File: src/rtl/pw_pkg.sv
package pw_pkg;
  localparam int unsigned ADDR_W  = 32;
  localparam int unsigned OFF_W   = 12;
  localparam int unsigned IDX_W   = 10;
  localparam int unsigned ENT_LOG = 2;
  localparam int unsigned FRAME_W = ADDR_W - OFF_W;
  localparam int unsigned PRES_BIT = 0;

  typedef enum logic [1:0] {
    W_IDLE = 2'd0,
    W_DIR  = 2'd1,
    W_TBL  = 2'd2,
    W_RESP = 2'd3
  } walk_st_e;

  function automatic logic [ADDR_W-1:0] entry_addr(
    input logic [FRAME_W-1:0] frame,
    input logic [IDX_W-1:0]   idx
  );
    return {frame, idx, {ENT_LOG{1'b0}}};
  endfunction
endpackage

File: src/rtl/pw_req_latch.sv
module pw_req_latch
  import pw_pkg::*;
(
  input  logic               clk_i,
  input  logic               rst_ni,
  input  logic               load_i,
  input  logic [ADDR_W-1:0]  lin_i,
  input  logic [ADDR_W-1:0]  base_i,
  output logic [ADDR_W-1:0]  lin_o,
  output logic [FRAME_W-1:0] base_frame_o
);
  always_ff @(posedge clk_i or negedge rst_ni) begin
    if (!rst_ni) begin
      lin_o        <= '0;
      base_frame_o <= '0;
    end else if (load_i) begin
      lin_o        <= lin_i;
      base_frame_o <= base_i[ADDR_W-1 -: FRAME_W];
    end
  end
endmodule

File: src/rtl/pw_addr_gen.sv
module pw_addr_gen
  import pw_pkg::*;
(
  input  walk_st_e           state_i,
  input  logic [ADDR_W-1:0]  lin_i,
  input  logic [FRAME_W-1:0] base_frame_i,
  input  logic [FRAME_W-1:0] pde_frame_i,
  output logic [ADDR_W-1:0]  addr_o
);
  localparam int unsigned DIR_LSB = OFF_W + IDX_W;

  logic [IDX_W-1:0] dir_idx, tbl_idx;
  assign dir_idx = lin_i[DIR_LSB +: IDX_W];
  assign tbl_idx = lin_i[OFF_W +: IDX_W];

  always_comb begin
    addr_o = '0;
    unique case (state_i)
      W_DIR:   addr_o = entry_addr(base_frame_i, dir_idx);
      W_TBL:   addr_o = entry_addr(pde_frame_i, tbl_idx);
      default: addr_o = '0;
    endcase
  end
endmodule

File: src/rtl/pw_fsm.sv
module pw_fsm
  import pw_pkg::*;
(
  input  logic               clk_i,
  input  logic               rst_ni,
  input  logic               req_valid_i,
  input  logic [ADDR_W-1:0]  req_lin_i,
  input  logic               pg_en_i,
  input  logic [ADDR_W-1:0]  lin_q_i,
  input  logic               mem_ack_i,
  input  logic [ADDR_W-1:0]  mem_rdata_i,
  output walk_st_e           state_o,
  output logic               accept_o,
  output logic [FRAME_W-1:0] pde_frame_o,
  output logic               rsp_fault_o,
  output logic [ADDR_W-1:0]  rsp_addr_o
);
  walk_st_e state_d;
  logic     present;

  assign accept_o = (state_o == W_IDLE) && req_valid_i;
  assign present  = mem_rdata_i[PRES_BIT];

  always_comb begin
    state_d = state_o;
    unique case (state_o)
      W_IDLE: if (req_valid_i) state_d = pg_en_i ? W_DIR : W_RESP;
      W_DIR:  if (mem_ack_i)   state_d = present ? W_TBL : W_RESP;
      W_TBL:  if (mem_ack_i)   state_d = W_RESP;
      W_RESP:                  state_d = W_IDLE;
      default:                 state_d = W_IDLE;
    endcase
  end

  always_ff @(posedge clk_i or negedge rst_ni) begin
    if (!rst_ni) begin
      state_o     <= W_IDLE;
      pde_frame_o <= '0;
      rsp_fault_o <= 1'b0;
      rsp_addr_o  <= '0;
    end else begin
      state_o <= state_d;
      unique case (state_o)
        W_IDLE: if (req_valid_i && !pg_en_i) begin
          rsp_fault_o <= 1'b0;
          rsp_addr_o  <= req_lin_i;
        end
        W_DIR: if (mem_ack_i) begin
          pde_frame_o <= mem_rdata_i[ADDR_W-1 -: FRAME_W];
          if (!present) begin
            rsp_fault_o <= 1'b1;
            rsp_addr_o  <= lin_q_i;
          end
        end
        W_TBL: if (mem_ack_i) begin
          rsp_fault_o <= !present;
          rsp_addr_o  <= present ? {mem_rdata_i[ADDR_W-1 -: FRAME_W], lin_q_i[OFF_W-1:0]}
                                 : lin_q_i;
        end
        default: ;
      endcase
    end
  end

  // bypass answers next cycle without touching memory
  a_r1_bypass_next: assert property (@(posedge clk_i) disable iff (!rst_ni)
    (accept_o && !pg_en_i) |=> (state_o == W_RESP));
  // absent directory entry never reaches table level
  a_r5_no_tbl_after_fault: assert property (@(posedge clk_i) disable iff (!rst_ni)
    (state_o == W_DIR && mem_ack_i && !present) |=> (state_o == W_RESP && rsp_fault_o));
endmodule

File: src/rtl/page_walker.sv
module page_walker
  import pw_pkg::*;
(
  input  logic        clk_i,
  input  logic        rst_ni,
  input  logic        req_valid_i,
  output logic        req_ready_o,
  input  logic [31:0] req_lin_i,
  input  logic [31:0] dir_base_i,
  input  logic        pg_en_i,
  output logic        mem_req_o,
  output logic [31:0] mem_addr_o,
  input  logic        mem_ack_i,
  input  logic [31:0] mem_rdata_i,
  output logic        rsp_valid_o,
  output logic        rsp_fault_o,
  output logic [31:0] rsp_addr_o
);
  walk_st_e           state;
  logic               accept;
  logic [ADDR_W-1:0]  lin_q;
  logic [FRAME_W-1:0] base_frame_q, pde_frame_q;

  pw_req_latch i_latch (
    .clk_i        (clk_i),
    .rst_ni       (rst_ni),
    .load_i       (accept),
    .lin_i        (req_lin_i),
    .base_i       (dir_base_i),
    .lin_o        (lin_q),
    .base_frame_o (base_frame_q)
  );

  pw_fsm i_fsm (
    .clk_i       (clk_i),
    .rst_ni      (rst_ni),
    .req_valid_i (req_valid_i),
    .req_lin_i   (req_lin_i),
    .pg_en_i     (pg_en_i),
    .lin_q_i     (lin_q),
    .mem_ack_i   (mem_ack_i),
    .mem_rdata_i (mem_rdata_i),
    .state_o     (state),
    .accept_o    (accept),
    .pde_frame_o (pde_frame_q),
    .rsp_fault_o (rsp_fault_o),
    .rsp_addr_o  (rsp_addr_o)
  );

  pw_addr_gen i_addr (
    .state_i      (state),
    .lin_i        (lin_q),
    .base_frame_i (base_frame_q),
    .pde_frame_i  (pde_frame_q),
    .addr_o       (mem_addr_o)
  );

  assign req_ready_o = (state == W_IDLE);
  assign mem_req_o   = (state == W_DIR) || (state == W_TBL);
  assign rsp_valid_o = (state == W_RESP);

  a_r9_hold_until_ack: assert property (@(posedge clk_i) disable iff (!rst_ni)
    (mem_req_o && !mem_ack_i) |=> (mem_req_o && $stable(mem_addr_o)));
  a_r7_busy_after_accept: assert property (@(posedge clk_i) disable iff (!rst_ni)
    (req_valid_i && req_ready_o) |=> !req_ready_o);
  a_r11_single_pulse: assert property (@(posedge clk_i) disable iff (!rst_ni)
    rsp_valid_o |=> (!rsp_valid_o && req_ready_o));
  a_r7_no_ready_on_rsp: assert property (@(posedge clk_i) disable iff (!rst_ni)
    rsp_valid_o |-> !req_ready_o);
endmodule

File: config.mk
export PLATFORM = sky130hd
export DESIGN_NAME = page_walker
export DESIGN_NICKNAME = d
export VERILOG_FILES = /design/src/rtl/pw_pkg.sv /design/src/rtl/pw_req_latch.sv /design/src/rtl/pw_addr_gen.sv /design/src/rtl/pw_fsm.sv /design/src/rtl/page_walker.sv
export SDC_FILE = /design/constraint.sdc
export NUM_CORES = 1
export LEC_CHECK = 0
export ABC_AREA = 1
export ABC_CLOCK_PERIOD_IN_PS = 2800
export BUFFER_PORTS_ARGS = -buffer_cell sky130_fd_sc_hd__buf_2
export CAP_MARGIN = 20
export CORE_MARGIN = 2
export CORE_UTILIZATION = 30
export CTS_CLUSTER_SIZE = 10
export DETAILED_ROUTE_END_ITERATION = 10
export PLACE_DENSITY = 0.59
export SLEW_MARGIN = 20
export SYNTH_ARGS = -nofsm -noshare
export SYNTH_HDL_FRONTEND = slang
export SYNTH_HIERARCHICAL = 1
export SYNTH_SLANG_ARGS = --single-unit
File: constraint.sdc
create_clock -name clk_i -period 2.8 [get_ports clk_i]
set_input_delay 0.14 -clock clk_i [delete_from_list [all_inputs] [get_ports clk_i]]
set_output_delay 0.14 -clock clk_i [all_outputs]
set_load 0.02 [all_outputs]
### After elaboration in Yosys (flattened, before gate mapping)

Index checks and enable logic that the tools add are counted.

| cells by class | value |
|---|---|
| eq/ne operators | 8 |
| multiplexer cells | 18 |
| reductions and logical operators | 10 |

Operators by type and width:

| operator | number |
|---|---|
| 32-bit two-way mux | 5 |
| 32-bit case mux with 3 select lines | 1 |
| 32-bit case mux with 2 select lines | 1 |
| 2-bit two-way mux | 4 |
| 2-bit != test, second input constant | 4 |
| 2-bit case mux with 4 select lines | 1 |
| 1-bit two-way mux | 5 |
| 5-bit AND reduction | 1 |
| 2-bit == test, second input constant | 2 |
| 1-bit case mux with 3 select lines | 1 |
| 3-bit AND reduction | 1 |
| 3-bit nonzero test | 1 |
| 2-bit by 1-bit == test with 1-bit output, second input constant | 1 |
| 1-bit logical AND | 2 |
| 1-bit zero test | 2 |
| 2-bit zero test | 1 |
| 2-bit by 1-bit != test with 1-bit output, second input constant | 1 |
| 2-bit AND reduction | 1 |
| 1-bit logical OR | 1 |

| storage, ports and cells | value |
|---|---|
| word-level logic and storage cells | 42 |
| input bits | 101 |
| bits in registers | 107 |
| output and inout port bits | 68 |

### Depth between registers and ports, before layout

Gate-level depths: netlist of the first run.

| depth | value |
|---|---|
| depth after elaboration | 4 |
| gate-level depth with buffers | 10 |
| gate-level depth less buffers | 8 |

### Hierarchy

The synthesis of the first run kept the hierarchy.

By module, submodules not included:

| module | area an instance (sq um) | cells an instance | sequential area each (sq um) | instances |
|---|---|---|---|---|
| pw_fsm | 3069.2 | 410 | 1376.3 | 1 |
| pw_req_latch | 2074.5 | 220 | 1301.2 | 1 |
| pw_addr_gen | 603.1 | 106 | 0.0 | 1 |
| page_walker | 32.5 | 4 | 0.0 | 1 |

### Worst setup path before layout of the first run

No wires, ideal clock.

| path | value |
|---|---|
| path kind | reg2reg |
| start point | register i_fsm.state_o[0] |
| end point | register i_fsm.rsp_addr_o[12] |
| data required time | 2684 ps |
| slack | 1220 ps |
| setup time | 116 ps |
| path buffers | 2 |
| cell stages (with the launch flop) | 11 |
| period minus slack after synthesis | 1580 ps |
| arrival time | 1464 ps |
| path through | dfrtp_1 inv_1 ha_1 buf_2 buf_2 nand2_1 nor2_1 nor2_1 nand2_1 nand2_1 nand2_1 |

| on the way | value |
|---|---|
| cells in the longest elaborated chain, start to end | 3 |
| elaborated cells between the ends (all ways) | 10 |
| those cells by class | eq/ne (6); mux (1); reduce/logical (3) |

Ends and longest elaborated chain:

| element | line | RTL |
|---|---|---|
| from (decl) | pw_fsm.sv:12 | `output walk_st_e state_o,` |
| from (signal assigned) | pw_fsm.sv:42 | `state_o <= state_d;` |
| 2-bit by 1-bit == test with 1-bit output, or another cell as far along | pw_fsm.sv:43 | `unique case (state_o)` |
| 2-bit != test (no source line), or another cell as far along | -- |  |
| 5-bit AND reduction (no source line) | -- |  |
| to (signal assigned) | pw_fsm.sv:46 | `rsp_addr_o <= req_lin_i;` |
| to (signal assigned) | pw_fsm.sv:52 | `rsp_addr_o <= lin_q_i;` |
| to (signal assigned) | pw_fsm.sv:57 | `rsp_addr_o <= present ? {mem_rdata_i[ADDR_W-1 -: FRAME_W], lin_q_i[OFF_W-1:0]}` |
| to (decl) | pw_fsm.sv:16 | `output logic [ADDR_W-1:0] rsp_addr_o` |

Several ways; a longest one is shown, not always the timed one.
A chain may end at the register's enable or synchronous reset.

### Worst setup path in the final report of the first run

| path | value |
|---|---|
| start point | register i_fsm.state_o[0] |
| end point | output mem_addr_o[28] |

| on the way | value |
|---|---|
| cells in the longest elaborated chain, start to end | 2 |
| elaborated cells between the ends (all ways) | 3 |
| those cells by class | eq/ne (2); mux (1) |

Ends and longest elaborated chain:

| element | line | RTL |
|---|---|---|
| 2-bit == test / 2-bit by 1-bit == test with 1-bit output (equally long branches) | pw_addr_gen.sv:18 | `unique case (state_i)` |
| 32-bit case mux with 2 select lines * | pw_addr_gen.sv:18 |  |
| to (decl) | page_walker.sv:12 | `output logic [31:0] mem_addr_o,` |

Mark *: on every way between the ends. The rest lies on a longest branch, timed or not.

==> impl_results.md, run 1 <==
* TritonCTS Buffers at 9
* Synth Area in XOR/XNOR at 0%
* Clock Path Buffers at 2
* Status: finished clean
* WP data arrival at 2150 ps
* Post-synthesis compound-gate area fraction at 6.517%
* Fin crit share at 81.89%
* Setup Fix Bufs, Post-CTS at 0
* Core area at 18830 um^2
* Remaining global-route overflow at 0
* Die Area at 20390 um^2
* P per Cell Area at 1219 nW/um^2
* CTS clk-pin slew, worst paths at 70 ps
* Endpoint required time on the critical path at 2660 ps
* RePlAce Congestion at 0.8403
* RR Startpoint: i_fsm/state_o[0]
* Sequential share of the synthesized area at 46.33%
* Slew Limit Fails at 0
* CP Buf/Inv Count at 3
* Via-to-Cell Ratio at 4.372
* H-Tree Depth at 3
* RSZ-0062 raised after global routing: false
* Post-DR wirelength/cell at 14.65 um
* Starting density of the core at 30.69%
* R2R Setup Slk at 780 ps
* Share of post-route cells with drive strength above 1 at 28.05%
* CTS resizes at 0
* Mapped cell area at 5779 um^2
* Die Wd at 142.8 um
* Max-cap violations at 0
* Unique masters post-synth at 24
* Fin crit period at 2293 ps
* Post-Synth Simple-Gate Area at 32.52%
* Worst hold path class: in -> reg
* Die Span Y at 142.8 um
* Row cnt at 50
* Vias in the first global route at 4903
* #FFs+latches synth at 107
* Leakage at 0.003908 uW
* Mapped Cells at 740
* Hpwl dp at 11.86 mm
* Ys Warns at 6
* Starting DRT DRC Count at 327
* Clk sinks at 107
* Crit path max-delay family: buffers and inverters
* Via count at 5120
* R2R depth at 8
* Slowest CP cell: ha_2
* Hold Worst Slack at 21.30 ps
* RR Endpoint: i_fsm/rsp_addr_o[14]
* Io pins at 169
* Initial antenna violation count at 2
* Crit-path max cell delay at 520 ps
* Hold Vio Cnt, Final at 0
* Hold wc startpoint: req_lin_i[21]
* Tightest Pin Transition at 676.3 ps
* Setup violators final at 0
* Largest net degree at the start of global routing at 54
* Endpoint class of the critical path: output port
* Max FO, Critical Path at 21
* Main combinational cell family by area after synthesis: simple AND/OR/NAND/NOR gates
* Rel. slew slack at 54.80%
* Maximum clock rate at 0.4361 GHz
* First-pass GRT wire length at 27.05 mm
* Port bufs at 143
* WL final at 17.15 mm
* Worst skew pair latency at 350 ps
* Peak VDD IR at 0.8481 mV
* CP Class: reg -> out
* DRC at 0
* CP Launch Type: flop
* Area share of fa/ha/maj cells after synthesis at 1.732%
* Hold buffer count at cts at 39
* Mux cell area share after synthesis at 4.417%
* Total Routing Usage GR at 17.33%
* Clock skew at 7.019 ps
* Root buf cell: clkbuf_16
* Area growth from synthesis to layout at 26.52%
* Pre-antenna DRT Iters at 4
* Antenna Nets Post-Route at 0
* Endpoint, Worst Hold: i_latch/lin_o[21]
* Layout net count at 1013
* Hold path depth at 3
* Post-Syn Area per Cell at 7.810 um^2
* CTS tree: yes
* Post-route setup TNS at 0 ps
* Cells along the critical path: inv_1 -> ha_2 -> buf_4 -> nand2_1 -> a21oi_2 -> buf_2
[final cells by class]
type                       instances  area (um^2)
antenna                            2        5.005
clock buffer                       9        225.2
clock inverter                     7        52.55
fill                            1960        11520
inverter                          35        138.9
multi-input combinational        555         2624
sequential                       107         2678
tap                              260        325.3
timing repair buffer             196         1264
[worst max-delay path by stage]
stage | startpoint | endpoint | slack (ps) | cells after the start
floorplan | i_fsm/state_o[0] | i_fsm/rsp_addr_o[12] | 1220 | 10
global placement | i_fsm/state_o[0] | i_fsm/rsp_addr_o[14] | 800 | 8
detailed placement | i_fsm/state_o[0] | i_fsm/rsp_addr_o[14] | 760 | 8
CTS | i_fsm/state_o[0] | mem_addr_o[28] | 470 | 6
global route | i_fsm/state_o[0] | mem_addr_o[28] | 350 | 6
finish | i_fsm/state_o[0] | mem_addr_o[28] | 510 | 6
[cells in the final DEF (no fill, tap or decap), types with 2 or more instances in the layout]
cell type and instances:
buf_12 4, nand2_1 368, dfrtp_1 107, dlygate4sd3_1 39, mux2_4 8, o21ai_2 2
inv_2 2, clkinv_4 3, conb_1 2, clkinv_2 2, nor2_1 61, clkbuf_16 9
a21oi_2 31, diode_2 2, nand2_2 22, inv_1 32, nand3_1 22, mux2_2 12
ha_1 6, ha_2 2, buf_2 142, o21ai_0 15, buf_4 11
[flip-flops by register name, indices dropped and copies added (netlist names)]
signal                flops
i_fsm/state_o             2
i_latch/base_frame_o     20
i_latch/lin_o            32
i_fsm/pde_frame_o        20
i_fsm/rsp_fault_o         1
i_fsm/rsp_addr_o         32
[power by group]
| group | total, uW | leakage, uW | internal (uW) | switching [uW] |
|---|---|---|---|---|
| combinational | 4970 | 0.00244 | 1720 | 3250 |
| clock | 1230 | 0.000136 | 609 | 617 |
| sequential | 2720 | 0.00133 | 2280 | 448 |
| total | 8920 | 0.00391 | 4600 | 4320 |
[worst register-to-register path, cell delays in order (launching register included)]
cell and delay (ps):
dfrtp_1 500, inv_1 150, ha_1 280, nand2_1 520, nor2_1 180, nor2_1 120, nand2_1 60, nand2_1 50
nand2_1 40
[kinds of logic after synthesis]
kind of cell             after synthesis
AND/OR/NAND/NOR                      475
flip-flops                           107
buffers and inverters                 79
AO/OA/AOI/OAI                         50
multiplexers                          20
adder cells (fa/ha/maj)                8
other                                  1
[stage by stage]
step	power [uW]	util (%)	instance area (um^2)	cells	setup WS, ps
global route	9712	38.80	7307	1169	352.7
global placement	7671	35.26	6639	1114	795.7
detailed placement	7737	35.26	6639	1114	762.1
floorplan	6384	-	5783	741	1220
finish	8916	38.83	7312	1171	507.1
CTS	9055	38.80	7307	1169	474.6
[per-layer routing]
layer / track usage, % / wire length (um) / vias up
li1: - / - / 2586
met1: 23.79 / 8090 / 2386
met2: 28.01 / 7934 / 138
met3: 3.353 / 979 / 10
met4: 4.638 / 149 / 0
met5: 0 / 0 / -
[synth_stat cells]
master	instances	share of area, %
nand2_2	22	2.4
dfrtp_1	107	46
clkbuf_1	3	0.19
nand3_1	22	1.9
buf_12	2	0.69
nand3_2	1	0.17
mux2_4	8	2.1
conb_1	1	0.065
inv_1	33	2.1
inv_8	1	0.19
o21ai_2	2	0.30
inv_2	1	0.065
mux2_2	12	2.3
nand2_1	368	24
a21oi_1	1	0.087
buf_6	13	2.5
nor2_1	61	4.0
o21a_1	1	0.13
ha_1	8	1.7
buf_2	18	1.6
a21oi_2	31	4.7
buf_4	8	1.0
nor2_4	1	0.19
o21ai_0	15	1.3
Note: power is estimated with default switching activity, not from simulation.
==> run 2, diff against run 1 <==
ABC_CLOCK_PERIOD_IN_PS = 2200   (was 2800)
clock period = 2.2 ns   (was 2.8 ns; I/O delays follow)
==> impl_results.md, run 2 (same netlist as run 1, synthesis figures left out) <==
* Root buf cell: clkbuf_16
* Total Routing Usage GR at 17.94% (+0.61 points)
* Remaining global-route overflow at 0 (unchanged)
* CP Launch Type: flop
* Endpoint class of the critical path: output port
* Fin crit share at 92.53%
* Area growth from synthesis to layout at 30.50%
* Crit-path max cell delay at 480 ps (-40 ps)
* Die Area at 20390 um^2 (unchanged)
* CTS clk-pin slew, worst paths at 80 ps (about the same)
* Peak VDD IR at 0.8404 mV (-0.91%)
* Io pins at 169 (unchanged)
* Sequential Power Share at 30.2% (-0.4 points)
* CTS tree: yes
* Clock Path Buffers at 2 (unchanged)
* Tightest Pin Transition at 647.6 ps (-28.70 ps)
* Post-route setup TNS at 0 ps (unchanged)
* Initial antenna violation count at 1 (-1)
* Starting DRT DRC Count at 304 (-7.0%)
* Slew Limit Fails at 0 (unchanged)
* P per Cell Area at 1525 nW/um^2 (+25%)
* Row cnt at 50 (unchanged)
* Leakage at 0.004012 uW (+2.6%)
* Clk sinks at 107 (unchanged)
* WP data arrival at 1930 ps (-220 ps)
* Endpoint required time on the critical path at 2090 ps (-570 ps)
* Via count at 5267 (+2.9%)
* Setup Fix Bufs, Post-CTS at 0 (unchanged)
* Port bufs at 143 (unchanged)
* Starting density of the core at 30.69% (unchanged)
* Maximum clock rate at 0.4913 GHz
* Via-to-Cell Ratio at 4.419 (+1.1%)
* Sw Ratio at 48.40% (about the same)
* Rel. slew slack at 56.83% (+2.0 points)
* Most frequent cells in the layout: nand2_1 (368), buf_2 (142), dfrtp_1 (107), nor2_1 (61), dlygate4sd3_1 (56)
* Hpwl dp at 11.90 mm (+0.33%)
* Slowest CP cell: dfrtp_1
* Max FO, Critical Path at 15 (-29%)
* Vias in the first global route at 5220 (+6.5%)
* Net switching power at 5567 uW (+29%)
* Fillers at 1990 (+1.5%)
* Pint at 5936 uW (+29%)
* Die Wd at 142.8 um (unchanged)
* Post-DR wirelength/cell at 14.74 um (+0.63%)
* RePlAce Congestion at 0.8159 (-2.9%)
* Overall Power at 11500 uW (+29%)
* Pre-antenna DRT Iters at 4 (unchanged)
* Die Span Y at 142.8 um (unchanged)
* First-pass GRT wire length at 28.14 mm (+4.0%)
* Clock skew at 9.411 ps (+2.392 ps)
* Gate power share at 55.3% (-0.4 points)
* Max-cap violations at 0 (unchanged)
* Multi-input gate area at 2634 um^2 (+0.38%)
* Share of post-route cells with drive strength above 1 at 27.85% (-0.20 points)
* Worst skew pair latency at 360 ps (about the same)
* RSZ-0062 raised after global routing: false
* WL final at 17.57 mm (+2.4%)
* Biggest regs: i_fsm/rsp_addr_o x32, i_latch/lin_o x32
* Largest net degree at the start of global routing at 61 (+13%)
* Layout net count at 1034 (+2.1%)
* Worst hold path class: in -> reg
* DRC at 0 (unchanged)
* Status: finished clean
* Most common cell after layout, fill and taps aside: nand2_1
* Cells along the critical path: inv_1 -> ha_4 -> buf_4 -> nand2_1 -> a21oi_2 -> buf_2
* Fin crit period at 2036 ps
* Setup violators final at 0 (unchanged)
* Antenna Nets Post-Route at 0 (unchanged)
* CP Class: reg -> out
* Clk pwr share at 14.4% (+0.6 points)
* Core area at 18830 um^2 (unchanged)
* Hold Vio Cnt, Final at 0 (unchanged)
* TritonCTS Buffers at 9 (unchanged)
* H-Tree Depth at 3 (unchanged)
* FF/Latch Area at 2678 um^2 (unchanged)
[run 2: area by class of cell]
type | count | share of cell area (%)
sequential | 107 | 35.50
timing repair buffer | 217 | 19.46
inverter | 35 | 1.841
clock inverter | 6 | 0.7299
multi-input combinational | 555 | 34.92
antenna | 2 | 0.06636
tap | 260 | 4.313
clock buffer | 10 | 3.169
[run 2: metal layers]
layer,vias up,global-route usage (%),wire (um)
met5,-,0,0
met4,0,5.315,291
met3,21,3.622,872
met2,144,29.12,8165
met1,2477,24.22,8242
li1,2625,-,-
[run 2: repair_timing]
action	CTS	global route
setup endpoints to repair	0	6
endpoints found under the hold margin	98	0
hold buffers	56	0
gates resized for setup	0	2
[run 2: power groups by stage]
stage,registers (uW),clock network [uW],logic [uW]
floorplan,3680,0,4440
global placement,3480,0,6250
detailed placement,3500,0,6320
CTS,3470,1730,6420
global route,3600,1800,7150
finish,3480,1660,6370
[run 2: path summary, 6_finish.rpt]
kind                                    from                    to  slack (ps)  cells after the start
setup / recovery            i_fsm/state_o[0]        mem_addr_o[27]         160                      6
hold / removal               mem_rdata_i[20]  i_fsm/pde_frame_o[8]          20                      2
setup reg to reg            i_fsm/state_o[1]  i_fsm/rsp_addr_o[27]         340                      8
hold reg to reg            i_fsm/rsp_fault_o     i_fsm/rsp_fault_o         470                      2
max in group asynchronous             rst_ni  i_fsm/rsp_addr_o[10]        1240                      3
min in group asynchronous             rst_ni  i_fsm/pde_frame_o[0]         310                      2
[run 2: worst max-delay path, delay by kind of cell, from the launching register on]
kind / cells / cell delay [ps]
buf+inv: 3 / 550
flops: 1 / 480
fa+ha+maj: 1 / 270
simple gates: 1 / 110
compound gates: 1 / 150
[run 2: stage by stage]
| step | cells | utilization, % | hold slack, ps | worst slack, ps | cell area, um^2 |
|---|---|---|---|---|---|
| CTS | 1190 | 39.95 | 1.730 | 22.54 | 7523 |
| floorplan | 741 | - | -185.6 | 619.6 | 5783 |
| global route | 1190 | 40.03 | 9.456 | 55.90 | 7537 |
| detailed placement | 1118 | 35.42 | 188.2 | 365.9 | 6669 |
| finish | 1192 | 40.05 | 15.50 | 164.4 | 7542 |
| global placement | 1118 | 35.42 | 184.8 | 378.0 | 6669 |
